--- src/rtl/agcw_pkg.sv ---
package agcw_pkg;

    localparam int SET_W  = 8;
    localparam int GAIN_W = 2;
    localparam logic [GAIN_W-1:0] GAIN_MAX = '1;

    typedef struct packed {
        logic              rsv7;
        logic              enable;
        logic [1:0]        rsv54;
        logic              no_limit;
        logic              sel_3x;
        logic [GAIN_W-1:0] floor_code;
    } agc_set_t;

    localparam agc_set_t SET_DEFAULT = agc_set_t'(8'h40);

    function automatic logic [GAIN_W-1:0] larger(input logic [GAIN_W-1:0] a,
                                                 input logic [GAIN_W-1:0] b);
        return (a > b) ? a : b;
    endfunction

    function automatic logic [GAIN_W-1:0] sat_inc(input logic [GAIN_W-1:0] v);
        return (v == GAIN_MAX) ? v : v + 1'b1;
    endfunction

endpackage

--- src/rtl/agcw_settings.sv ---
module agcw_settings
    import agcw_pkg::*;
(
    input  logic             clk,
    input  logic             rst,
    input  logic             cfg_wr,
    input  logic [SET_W-1:0] cfg_wdata,
    input  logic             proto_wr,
    output agc_set_t         set_q
);

    always_ff @(posedge clk) begin
        if (rst || proto_wr) set_q <= SET_DEFAULT;
        else if (cfg_wr)     set_q <= agc_set_t'(cfg_wdata);
    end

    // a protocol-select write leaves the default word in place
    p_preset_r9: assert property (@(posedge clk) disable iff (rst)
        proto_wr |=> (set_q == SET_DEFAULT));

endmodule

--- src/rtl/agcw_window.sv ---
module agcw_window #(
    parameter int WINDOW_PULSES = 4
) (
    input  logic clk,
    input  logic rst,
    input  logic sc_pulse,
    input  logic rx_start,
    input  logic no_limit,
    output logic win_open,
    output logic frozen
);

    localparam int CNT_W = $clog2(WINDOW_PULSES + 1);
    localparam logic [CNT_W-1:0] LIMIT = CNT_W'(WINDOW_PULSES);

    logic [CNT_W-1:0] cnt_q;
    logic             at_limit;

    assign at_limit = (cnt_q == LIMIT);
    assign win_open = !at_limit || no_limit;
    assign frozen   = at_limit && !no_limit;

    always_ff @(posedge clk) begin
        if (rst || rx_start)           cnt_q <= '0;
        else if (sc_pulse && !at_limit) cnt_q <= cnt_q + 1'b1;
    end

    // a start of receive reopens the window
    p_rx_clear_r7: assert property (@(posedge clk) disable iff (rst)
        rx_start |=> (cnt_q == '0));

    // the count moves only on a pulse
    p_cnt_idle_r10: assert property (@(posedge clk) disable iff (rst)
        (!sc_pulse && !rx_start) |=> $stable(cnt_q));

    // once at the limit the count holds until the next start
    p_cnt_hold_r5: assert property (@(posedge clk) disable iff (rst)
        (at_limit && !rx_start) |=> $stable(cnt_q));

endmodule

--- src/rtl/agcw_gain.sv ---
module agcw_gain
    import agcw_pkg::*;
(
    input  logic              clk,
    input  logic              rst,
    input  logic              sc_pulse,
    input  logic              rx_start,
    input  logic              over_3x,
    input  logic              over_5x,
    input  agc_set_t          set_q,
    input  logic              win_open,
    output logic [GAIN_W-1:0] gain_code
);

    logic [GAIN_W-1:0] agc_q;
    logic              over_sel;
    logic              step;

    assign over_sel  = set_q.sel_3x ? over_3x : over_5x;
    assign step      = sc_pulse && !rx_start && set_q.enable && win_open && over_sel;
    assign gain_code = larger(agc_q, set_q.floor_code);

    always_ff @(posedge clk) begin
        if (rst)       agc_q <= '0;
        else if (step) agc_q <= sat_inc(agc_q);
    end

    // the code moves by at most one step per cycle and never downward
    p_single_step_r2: assert property (@(posedge clk) disable iff (rst)
        1'b1 |=> (agc_q == $past(agc_q)) || (agc_q == $past(agc_q) + 1'b1));

    // a disabled loop holds its code
    p_disabled_hold_r4: assert property (@(posedge clk) disable iff (rst)
        !set_q.enable |=> $stable(agc_q));

    // without a pulse the code holds
    p_no_pulse_r10: assert property (@(posedge clk) disable iff (rst)
        !sc_pulse |=> $stable(agc_q));

endmodule

--- src/rtl/agc_window_ctrl.sv ---
module agc_window_ctrl
    import agcw_pkg::*;
#(
    parameter int WINDOW_PULSES = 4
) (
    input  logic              clk,
    input  logic              rst,
    input  logic              sc_pulse,
    input  logic              over_3x,
    input  logic              over_5x,
    input  logic              rx_start,
    input  logic              cfg_wr,
    input  logic [SET_W-1:0]  cfg_wdata,
    input  logic              proto_wr,
    output logic [GAIN_W-1:0] gain_code,
    output logic              frozen
);

    agc_set_t set_q;
    logic     win_open;

    agcw_settings u_settings (
        .clk       (clk),
        .rst       (rst),
        .cfg_wr    (cfg_wr),
        .cfg_wdata (cfg_wdata),
        .proto_wr  (proto_wr),
        .set_q     (set_q)
    );

    agcw_window #(.WINDOW_PULSES(WINDOW_PULSES)) u_window (
        .clk      (clk),
        .rst      (rst),
        .sc_pulse (sc_pulse),
        .rx_start (rx_start),
        .no_limit (set_q.no_limit),
        .win_open (win_open),
        .frozen   (frozen)
    );

    agcw_gain u_gain (
        .clk       (clk),
        .rst       (rst),
        .sc_pulse  (sc_pulse),
        .rx_start  (rx_start),
        .over_3x   (over_3x),
        .over_5x   (over_5x),
        .set_q     (set_q),
        .win_open  (win_open),
        .gain_code (gain_code)
    );

    // the applied reduction never drops below the manual floor
    p_floor_r8: assert property (@(posedge clk) disable iff (rst)
        1'b1 |-> (gain_code >= set_q.floor_code));

    // the frozen flag is gone right after a start of receive
    p_unfreeze_r7: assert property (@(posedge clk) disable iff (rst)
        rx_start |=> !frozen);

endmodule

--- config.mk ---
export PLATFORM = sky130hd
export DESIGN_NAME = agc_window_ctrl
export DESIGN_NICKNAME = d
export VERILOG_FILES = /design/src/rtl/agcw_pkg.sv /design/src/rtl/agcw_settings.sv /design/src/rtl/agcw_window.sv /design/src/rtl/agcw_gain.sv /design/src/rtl/agc_window_ctrl.sv
export SDC_FILE = /design/constraint.sdc
export NUM_CORES = 1
export LEC_CHECK = 0
export BUFFER_PORTS_ARGS = -buffer_cell sky130_fd_sc_hd__buf_4
export CAP_MARGIN = 10
export CELL_PAD_IN_SITES_DETAIL_PLACEMENT = 1
export CELL_PAD_IN_SITES_GLOBAL_PLACEMENT = 1
export CORE_MARGIN = 2
export CORE_UTILIZATION = 34
export CTS_CLUSTER_SIZE = 14
export DETAILED_ROUTE_END_ITERATION = 7
export PLACE_DENSITY_LB_ADDON = 0.1
export RECOVER_POWER = 100
export SYNTH_ARGS = -nofsm -noshare
export SYNTH_HDL_FRONTEND = slang
export SYNTH_SLANG_ARGS = --single-unit
--- constraint.sdc ---
create_clock -name clk -period 1.55 [get_ports clk]
set_input_delay 0.0775 -clock clk [delete_from_list [all_inputs] [get_ports clk]]
set_output_delay 0.0775 -clock clk [all_outputs]
set_load 0.02 [all_outputs]
==> impl_results.md, run 1 <==
- Die ar.: 0.00203 mm2
- First drt pass iteration count: 4
- Layout net count: 106
- Synth Area per Inst: 9.24 um2
- Comb pwr share: 19.8%
- Synth cell count leaders: dfxtp_1 (10), inv_1 (8), mux2i_1 (7)
- Crit Path Max Fanout: 2
- Initial antenna violation count: 0
- Proportion of synthesized area in mux cells: 16.2%
- Worst Skew: 0.00161 ns
- Vias in the first global route: 492
- PortBufs: 15
- R2r setup slk: 0.02 ns
- Total GRT Usage: 15.7%
- Final worst-path cycle share: 104%
- Area contributors post-synth: dfxtp_1 (35%), ha_1 (13%), mux2i_1 (12%), inv_1 (5.2%), nor3_1 (3.5%)
- TritonCTS buffer count: 3
- Via-to-Cell Ratio: 5.00
- Outcome: finished with violations
- Routed WL: 1330 um
- Crit path kind: flop to primary output
- Hold_buf cts: 0
- Synth area leader: dfxtp_1
- Pre-CTS WS: 0.0286 ns
- Post-route setup slack: -0.0625 ns
- Main synth FF type: dfxtp_1
- Tot Pwr: 0.556 mW
- Sw Pwr: 0.138 mW
- Filler cell count: 189
- Area share of the largest cell type after synthesis: 34.9%
- Cell row count: 14
- Post-synthesis instance total: 62
- Fmax: 0.620 GHz
- VDD IR max: 0.447 mV
- Largest net degree at the start of global routing: 11
- Ant. Diodes: 0
- Remaining DRCs: 0
- Number of synthesized flops with an enable pin: 0
- GP Congestion: 0.740
- Num Clock Sinks: 10
- Synth Area in Compound Gates: 7.64%
- Switching Fraction: 24.8%
- Adder-cell share of the synthesized area: 13.1%
- Xor and xnor area share after synthesis: 0%
- Pins Over Slew Limit: 0
- Async SR Flop Fraction: 0%
- Static Leak: 0.357 nW
- Min-delay worst type: input pin to flop
- Max clock buf depth: 2
- Yosys warning count: 0
- WP data arrival: 1.54 ns
- Sequential-to-total area share from yosys stat: 34.9%
- Worst Setup Start Kind: flop
- Clock tree root buffer cell: clkbuf_4
- RSZ-0062 raised after global routing: true
- Htree depth: 1
- Setup violations, final: 1
- Violated checks: setup timing
- Antenna viol nets, final: 0
- Worst-path clk slew: 0.06 ns
- Power share of the clock group: 31.4%
- Count leader, synth: dfxtp_1
- Worst-skew pair later-pin latency: 0.26 ns
- Power per cell area: 699 mW/mm2
- Reg power frac: 48.9%
- Detailed Place HPWL: 991 um
- Placeable Area: 0.00154 mm2
- Slew headroom: 82.7%
- Cell area after synthesis: 573 um2
- Synth Area in Simple Gates: 20.1%
- Io pins: 19
- Int Power: 0.418 mW
- Routed via count: 490
- First DRT Iteration DRCs: 6
- First-pass GRT wire length: 2210 um
- Main combinational cell family by area after synthesis: simple AND/OR/NAND/NOR gates
- Gr ovfl total: 0
- Die Wd: 45.1 um
- Worst Tran Pin Value: 0.258 ns
- Share of layout cells above drive strength 1: 45.1%
- Max-Cap Viols: 0
- Wire per inst: 13.6 um
- Final hold violation count: 0
- Starting Density: 37.2%
- Fin crit period: 1.61 ns
- Worst EP required: 1.47 ns
- Yosys reg bits: 10
- Die height: 45.1 um
- CTS tree: done
- Setup crit end kind: primary output
- Syn_nets: 84
- Cell variety after synth: 22
- Area Growth Syn to Fin: 38.9%
[final cells by class]
class / instances / area, um2 / share of cell area, %
Inverter: 8 / 30.0 / 3.77
Sequential cell: 10 / 204 / 25.6
Clock buffer: 3 / 22.5 / 2.83
Tap cell: 16 / 20.0 / 2.52
Multi-Input combinational cell: 42 / 380 / 47.8
Timing Repair Buffer: 19 / 139 / 17.5
[cell families after synthesis]
family | after synthesis
adder cells (fa/ha/maj) | 6
flip-flops | 10
AND/OR/NAND/NOR | 20
buffers and inverters | 10
multiplexers | 9
AO/OA/AOI/OAI | 7
[final timing paths]
check	startpoint	end	cells after the start
max reg2reg	u_gain.agc_q[0]$_SDFFE_PP0P_	u_gain.agc_q[0]$_SDFFE_PP0P_	5
min	proto_wr	u_settings.set_q[1]$_SDFFE_PP0P_	2
min reg2reg	u_window.cnt_q[1]$_SDFFE_PP0P_	u_window.cnt_q[1]$_SDFFE_PP0P_	2
max	u_gain.agc_q[0]$_SDFFE_PP0P_	gain_code[0]	6
[what timing repair did]
action	4_1_cts	5_1_grt
buffers inserted	2	0
resized for setup	13	3
cloned	0	0
endpoints found under the setup margin	1	2
pin swaps	3	2
[stage by stage]
stage	util [%]	std cells	area, um2	setup TNS, ns	hold WS (ns)
after CTS	51.1	98	787	-0.0699	0.0117
after detailed placement	45.7	93	704	0	0.301
final	51.6	98	796	-0.0625	0.0184
after global placement	45.7	93	704	0	0.291
after floorplan	-	62	573	0	0.156
after global routing	51.6	98	796	-0.207	0.0300
[sequential cells by signal, summed over array words and instances (netlist names)]
register and flops:
u_settings.set_q 5, u_gain.agc_q 2, u_window.cnt_q 3
[cells in the final DEF, fill, tap and decap left out, drive strengths merged]
| cell | count |
|---|---|
| o22ai | 1 |
| clkbuf | 5 |
| nand4bb | 1 |
| nor3 | 5 |
| mux2i | 7 |
| or3 | 1 |
| o21ai | 1 |
| and3b | 1 |
| nand2b | 2 |
| inv | 8 |
| mux2 | 2 |
| dfxtp | 10 |
| a21boi | 1 |
| buf | 17 |
| a21bo | 1 |
| nor2 | 4 |
| or2 | 1 |
| ha | 6 |
| nand2 | 5 |
| a21oi | 3 |
[power by group through the flow]
| stage | clock (mW) | combinational (mW) | sequential, mW |
|---|---|---|---|
| 2_1_floorplan | 0 | 0.0532 | 0.275 |
| 3_3_place_gp | 0 | 0.0883 | 0.276 |
| 3_5_place_dp | 0 | 0.0916 | 0.277 |
| 4_1_cts | 0.182 | 0.107 | 0.271 |
| 5_1_grt | 0.190 | 0.122 | 0.273 |
| 6_report | 0.174 | 0.110 | 0.272 |
[worst max-delay path: stages (launching register included)]
cell	delay (ns)
dfxtp_2	0.34
inv_2	0.05
ha_4	0.25
inv_2	0.03
o22ai_2	0.15
mux2_4	0.32
buf_6	0.13
[per-layer routing]
metal | track usage (%) | routed length (um) | up-vias
li1 | - | - | 247
met1 | 19.6 | 624 | 230
met5 | 0 | 0 | -
met4 | 8.82 | 12 | 0
met2 | 25.4 | 644 | 11
met3 | 2.40 | 48 | 2
(Power assumes the default switching activity.)
==> run 2: changes to the inputs <==
--- a/config.mk
+++ b/config.mk
@@ -11,6 +11,7 @@
 export CELL_PAD_IN_SITES_GLOBAL_PLACEMENT = 1
 export CORE_MARGIN = 2
 export CORE_UTILIZATION = 34
+export CTS_CLUSTER_DIAMETER = 80
 export CTS_CLUSTER_SIZE = 14
 export DETAILED_ROUTE_END_ITERATION = 7
 export PLACE_DENSITY_LB_ADDON = 0.1
==> constraint.sdc (replaced) <==
create_clock -name clk -period 1.6 [get_ports clk]
set_input_delay 0.08 -clock clk [delete_from_list [all_inputs] [get_ports clk]]
set_output_delay 0.08 -clock clk [all_outputs]
set_load 0.02 [all_outputs]
==> impl_results.md, run 2 (synthesized netlist as in run 1, its figures left out) <==
- Filler cell count: 191
- Hold_ws: 0.0153 ns
- Starting Density: 37.2%
- Setup violations, final: 1
- CTS tree: done
- Worst Setup Start Kind: flop
- Share of layout cells above drive strength 1: 41.0%
- Max clock buf depth: 2
- Most common cell after layout, fill and taps aside: buf_4
- Crit path kind: flop to primary output
- Via-to-Cell Ratio: 4.92
- Min-delay worst type: input pin to flop
- RSZ-0062 raised after global routing: true
- Largest net degree at the start of global routing: 11
- Worst Skew: 0.00191 ns
- Pins Over Slew Limit: 0
- Routed via count: 487
- Routed WL: 1260 um
- Final hold violation count: 0
- First DRT Iteration DRCs: 5
- Max FFs per register: 5
- Max-Cap Viols: 0
- Clock tree root buffer cell: clkbuf_4
- Final worst-path cycle share: 101%
- Biggest regs: u_settings.set_q: 5 flops, u_window.cnt_q: 3 flops, u_gain.agc_q: 2 flops
- GP Congestion: 0.751
- Detailed Place HPWL: 915 um
- Ant. Diodes: 0
- Worst-skew pair later-pin latency: 0.26 ns
- Crit Path Max Fanout: 2
- Num Clock Sinks: 10
- Htree depth: 1
- Reg2Reg Launch Point: u_gain.agc_q[0]$_SDFFE_PP0P_
- Slew headroom: 82.3%
- Biggest register: u_settings.set_q
- Static Leak: 0.366 nW
- Setup crit end kind: primary output
- Hold Crit Depth: 2
- PortBufs: 15
- Remaining DRCs: 0
- Pre-CTS WS: 0.0385 ns
- VDD IR max: 0.349 mV
- Hold-critical path endpoint: u_settings.set_q[1]$_SDFFE_PP0P_
- Antenna viol nets, final: 0
- HP Start: proto_wr
- First drt pass iteration count: 4
- Tot Pwr: 0.587 mW
- Area Growth Syn to Fin: 36.7%
- Worst-path clk slew: 0.07 ns
- R2r setup slk: 0.04 ns
- Vias in the first global route: 492
- Die ar.: 0.00203 mm2
- Gr ovfl total: 0
- WP data arrival: 1.53 ns
- Fmax: 0.620 GHz
- Most frequent cells in the layout: buf_4 (16), mux2i_1 (7), dfxtp_1 (7)
- Die Wd: 45.1 um
- Io pins: 19
- Cell row count: 14
- Initial antenna violation count: 0
- Reg area: 204 um2
- Worst EP required: 1.52 ns
- Placeable Area: 0.00154 mm2
- Wire per inst: 12.7 um
- Reg-to-reg endpoint: u_gain.agc_q[0]$_SDFFE_PP0P_
- R2R cell count: 5
- Total GRT Usage: 14.7%
- Violated checks: setup timing
- Power per cell area: 750 mW/mm2
- Post-route setup slack: -0.0140 ns
- Setup_tns: -0.0140 ns
- Die height: 45.1 um
- Worst Tran Pin Value: 0.263 ns
- First-pass GRT wire length: 2050 um
- Outcome: finished with violations
- Multi-input logic area: 353 um2
- Fin crit period: 1.61 ns
- Layout net count: 106
- TritonCTS buffer count: 3
==> run 2: worst max-delay path by stage <==
stage / endpoint / slack [ns] / startpoint / cells past startpoint
2_1_floorplan: u_gain.agc_q[0]$_SDFFE_PP0P_ / 0.07 / u_window.cnt_q[0]$_SDFFE_PP0P_ / 5
3_3_place_gp: u_gain.agc_q[0]$_SDFFE_PP0P_ / 0.08 / u_window.cnt_q[0]$_SDFFE_PP0P_ / 5
3_5_place_dp: u_gain.agc_q[0]$_SDFFE_PP0P_ / 0.04 / u_window.cnt_q[0]$_SDFFE_PP0P_ / 5
4_1_cts: gain_code[0] / -0.02 / u_settings.set_q[1]$_SDFFE_PP0P_ / 6
5_1_grt: gain_code[0] / -0.08 / u_gain.agc_q[0]$_SDFFE_PP0P_ / 6
6_report: gain_code[0] / -0.01 / u_gain.agc_q[0]$_SDFFE_PP0P_ / 6
==> run 2: layout make-up <==
type	instances	area share (%)
clock buffers	4	4.63
inverters	8	3.83
multi-input cells	42	45.0
flip-flops and latches	10	26.0
well taps	16	2.56
repair buffers	19	17.9
==> run 2: power breakdown <==
| group | total [mW] | switching [mW] | leakage [nW] | internal, mW |
|---|---|---|---|---|
| sequential | 0.262 | 0.00536 | 0.0827 | 0.257 |
| clock | 0.224 | 0.0859 | 0.0210 | 0.138 |
| combinational | 0.101 | 0.0430 | 0.263 | 0.0578 |
| total | 0.587 | 0.134 | 0.366 | 0.453 |
==> run 2: stage by stage <==
step	cells	cell area, um2	utilization [%]
after floorplan	62	573	-
after global placement	91	689	44.7
after detailed placement	91	689	44.7
after CTS	97	786	51.0
after global routing	99	783	50.8
final	99	783	50.8
==> run 2: timing repair <==
| item | 4_1_cts | 5_1_grt |
|---|---|---|
| endpoints found under the hold margin | 0 | 0 |
| gates cloned | 0 | 0 |
| pin swaps | 3 | 3 |
| setup buffers | 2 | 2 |
| hold buffers | 0 | 0 |
| resized for setup | 12 | 0 |
| setup endpoints to repair | 1 | 2 |
==> run 2: worst max-delay path: stages, from the launching register on <==
cell	delay [ns]
dfxtp_2	0.33
inv_2	0.05
ha_4	0.26
inv_2	0.03
o22ai_2	0.15
mux2_4	0.32
buf_6	0.13
==> run 2: layer usage <==
metal	vias up	part of all wire [%]	GRT usage, %
met4	0	0	5.88
li1	249	-	-
met3	0	5.8	6.80
met2	15	48	22.3
met5	-	0	0
met1	223	46	17.9
==> run 3: changes to the inputs <==
--- a/config.mk
+++ b/config.mk
@@ -15,7 +15,8 @@
 export CTS_CLUSTER_SIZE = 14
 export DETAILED_ROUTE_END_ITERATION = 7
 export PLACE_DENSITY_LB_ADDON = 0.1
-export RECOVER_POWER = 100
+export RECOVER_POWER = 25
 export SYNTH_ARGS = -nofsm -noshare
 export SYNTH_HDL_FRONTEND = slang
 export SYNTH_SLANG_ARGS = --single-unit
+export TNS_END_PERCENT = 5
==> impl_results.md, run 3 (synthesized netlist as in run 1, its figures left out) <==
- Max clock buf depth: 2
- GP Congestion: 0.751
- Worst setup path start: u_gain.agc_q[0]$_SDFFE_PP0P_
- Ant. Diodes: 0
- Io pins: 19
- Pins Over Slew Limit: 0
- PortBufs: 15
- Outcome: finished with violations
- Htree depth: 1
- Vias in the first global route: 492
- Post-route setup slack: -0.0183 ns
- RSZ-0062 raised after global routing: true
- Placeable Area: 0.00154 mm2
- Slew headroom: 80.6%
- Max stage delay cell, worst path: dfxtp_2
- Biggest register: u_settings.set_q
- Final worst-path cycle share: 101%
- VDD IR max: 0.348 mV
- Reg-to-reg endpoint: u_gain.agc_q[0]$_SDFFE_PP0P_
- Via-to-Cell Ratio: 4.91
- Worst Tran Pin Value: 0.283 ns
- Power per cell area: 741 mW/mm2
- Routed via count: 481
- Pre-CTS WS: 0.0385 ns
- Critical path, cell by cell: inv_2, ha_4, inv_2, o22ai_2, mux2_4, buf_6
- Layout net count: 105
- Fmax: 0.618 GHz
- Die Wd: 45.1 um
- Hold Crit Depth: 2
- Gr ovfl total: 0
- Post-Place Cells: 91
- Top delay family on crit path: flip-flops
- Max FFs per register: 5
- Crit Path Max Fanout: 2
- Crit-path max cell delay: 0.34 ns
- First drt pass iteration count: 2
- R2r setup slk: 0.06 ns
- Worst EP required: 1.52 ns
- Remaining DRCs: 0
- Area Growth Syn to Fin: 38.4%
- WP data arrival: 1.54 ns
- Clock tree root buffer cell: clkbuf_4
- Most frequent cell on the critical path: inv_2
- Biggest regs: u_settings.set_q: 5 flops, u_window.cnt_q: 3 flops, u_gain.agc_q: 2 flops
- Num Clock Sinks: 10
- Most common cell after layout, fill and taps aside: buf_4
- First-pass GRT wire length: 2050 um
- Setup crit end kind: primary output
- Share of layout cells above drive strength 1: 42.7%
- Most frequent cells in the layout: buf_4 (17), mux2i_1 (7), dfxtp_1 (7), inv_1 (5), nand2_1 (5)
- Die ar.: 0.00203 mm2
- Final Cell Area: 793 um2
- Setup_tns: -0.0183 ns
- Largest net degree at the start of global routing: 11
- Placed cell areas: 689 um2
- First DRT Iteration DRCs: 3
- Worst Setup Start Kind: flop
- Static Leak: 0.367 nW
- Finished Layout Cells: 98
- Total GRT Usage: 14.7%
- Violated checks: setup timing
- Crit path kind: flop to primary output
- Worst Skew: 0.00213 ns
- TritonCTS buffer count: 3
- Starting Density: 37.2%
- Reg2Reg Launch Point: u_window.cnt_q[0]$_SDFFE_PP0P_
- Fin crit period: 1.62 ns
- Worst-path clk slew: 0.07 ns
- CTS tree: done
- Worst-skew pair later-pin latency: 0.26 ns
- Initial antenna violation count: 0
- Max-Cap Viols: 0
- Critical path buffer and inverter count: 3
- Antenna viol nets, final: 0
- Die height: 45.1 um
- Hold-critical path endpoint: u_settings.set_q[1]$_SDFFE_PP0P_
- R2R cell count: 5
- Wire per inst: 12.4 um
- Min-delay worst type: input pin to flop
- Routed WL: 1220 um
- Hold_ws: 0.0188 ns
- Final hold violation count: 0
- Detailed Place HPWL: 915 um
- Setup violations, final: 1
- HP Start: proto_wr
- Cell row count: 14
-- run 3: timing repair --
action | CTS | global route
buffers inserted | 2 | 1
pin swaps | 3 | 2
endpoints found under the hold margin | 0 | 0
resized for setup | 12 | 0
endpoints found under the setup margin | 1 | 2
hold buffers | 0 | 0
-- run 3: cell type report --
cell class | instances | area [um2]
Inverter | 8 | 30.0
Fill cell | 186 | 748
Clock buffer | 4 | 36.3
Timing Repair Buffer | 18 | 139
Sequential cell | 10 | 204
Tap cell | 16 | 20.0
Multi-Input combinational cell | 42 | 364
-- run 3: layer usage --
metal	global-route usage, %	routed length [um]	vias to the layer above
met4	5.88	12	0
met1	17.9	568	213
li1	-	-	248
met5	0	0	-
met3	6.80	67	2
met2	22.3	570	18
-- run 3: through the flow --
stage / util, % / power (mW)
2_1_floorplan: - / 0.318
3_3_place_gp: 44.7 / 0.350
3_5_place_dp: 44.7 / 0.353
4_1_cts: 51.0 / 0.597
5_1_grt: 51.5 / 0.621
6_report: 51.5 / 0.588
-- run 3: worst register-to-register path: cells and delay by family, from the launching register on --
| family | cells | cell delay [ns] |
|---|---|---|
| AND/OR/NAND/NOR | 2 | 0.46 |
| flip-flops | 1 | 0.35 |
| multiplexers | 1 | 0.33 |
| adder cells (fa/ha/maj) | 1 | 0.22 |
| buffers and inverters | 1 | 0.07 |
-- run 3: worst max-delay path by stage --
stage	depth (start not counted)	slack, ns	end
after floorplan	5	0.07	u_gain.agc_q[0]$_SDFFE_PP0P_
after global placement	5	0.08	u_gain.agc_q[0]$_SDFFE_PP0P_
after detailed placement	5	0.04	u_gain.agc_q[0]$_SDFFE_PP0P_
final	6	-0.02	gain_code[0]
after global routing	6	-0.08	gain_code[0]
after CTS	6	-0.02	gain_code[0]
-- run 3: power breakdown --
| part | internal [mW] | switching [mW] |
|---|---|---|
| Clock | 0.138 | 0.0855 |
| Combinational | 0.0579 | 0.0440 |
| Sequential | 0.257 | 0.00541 |
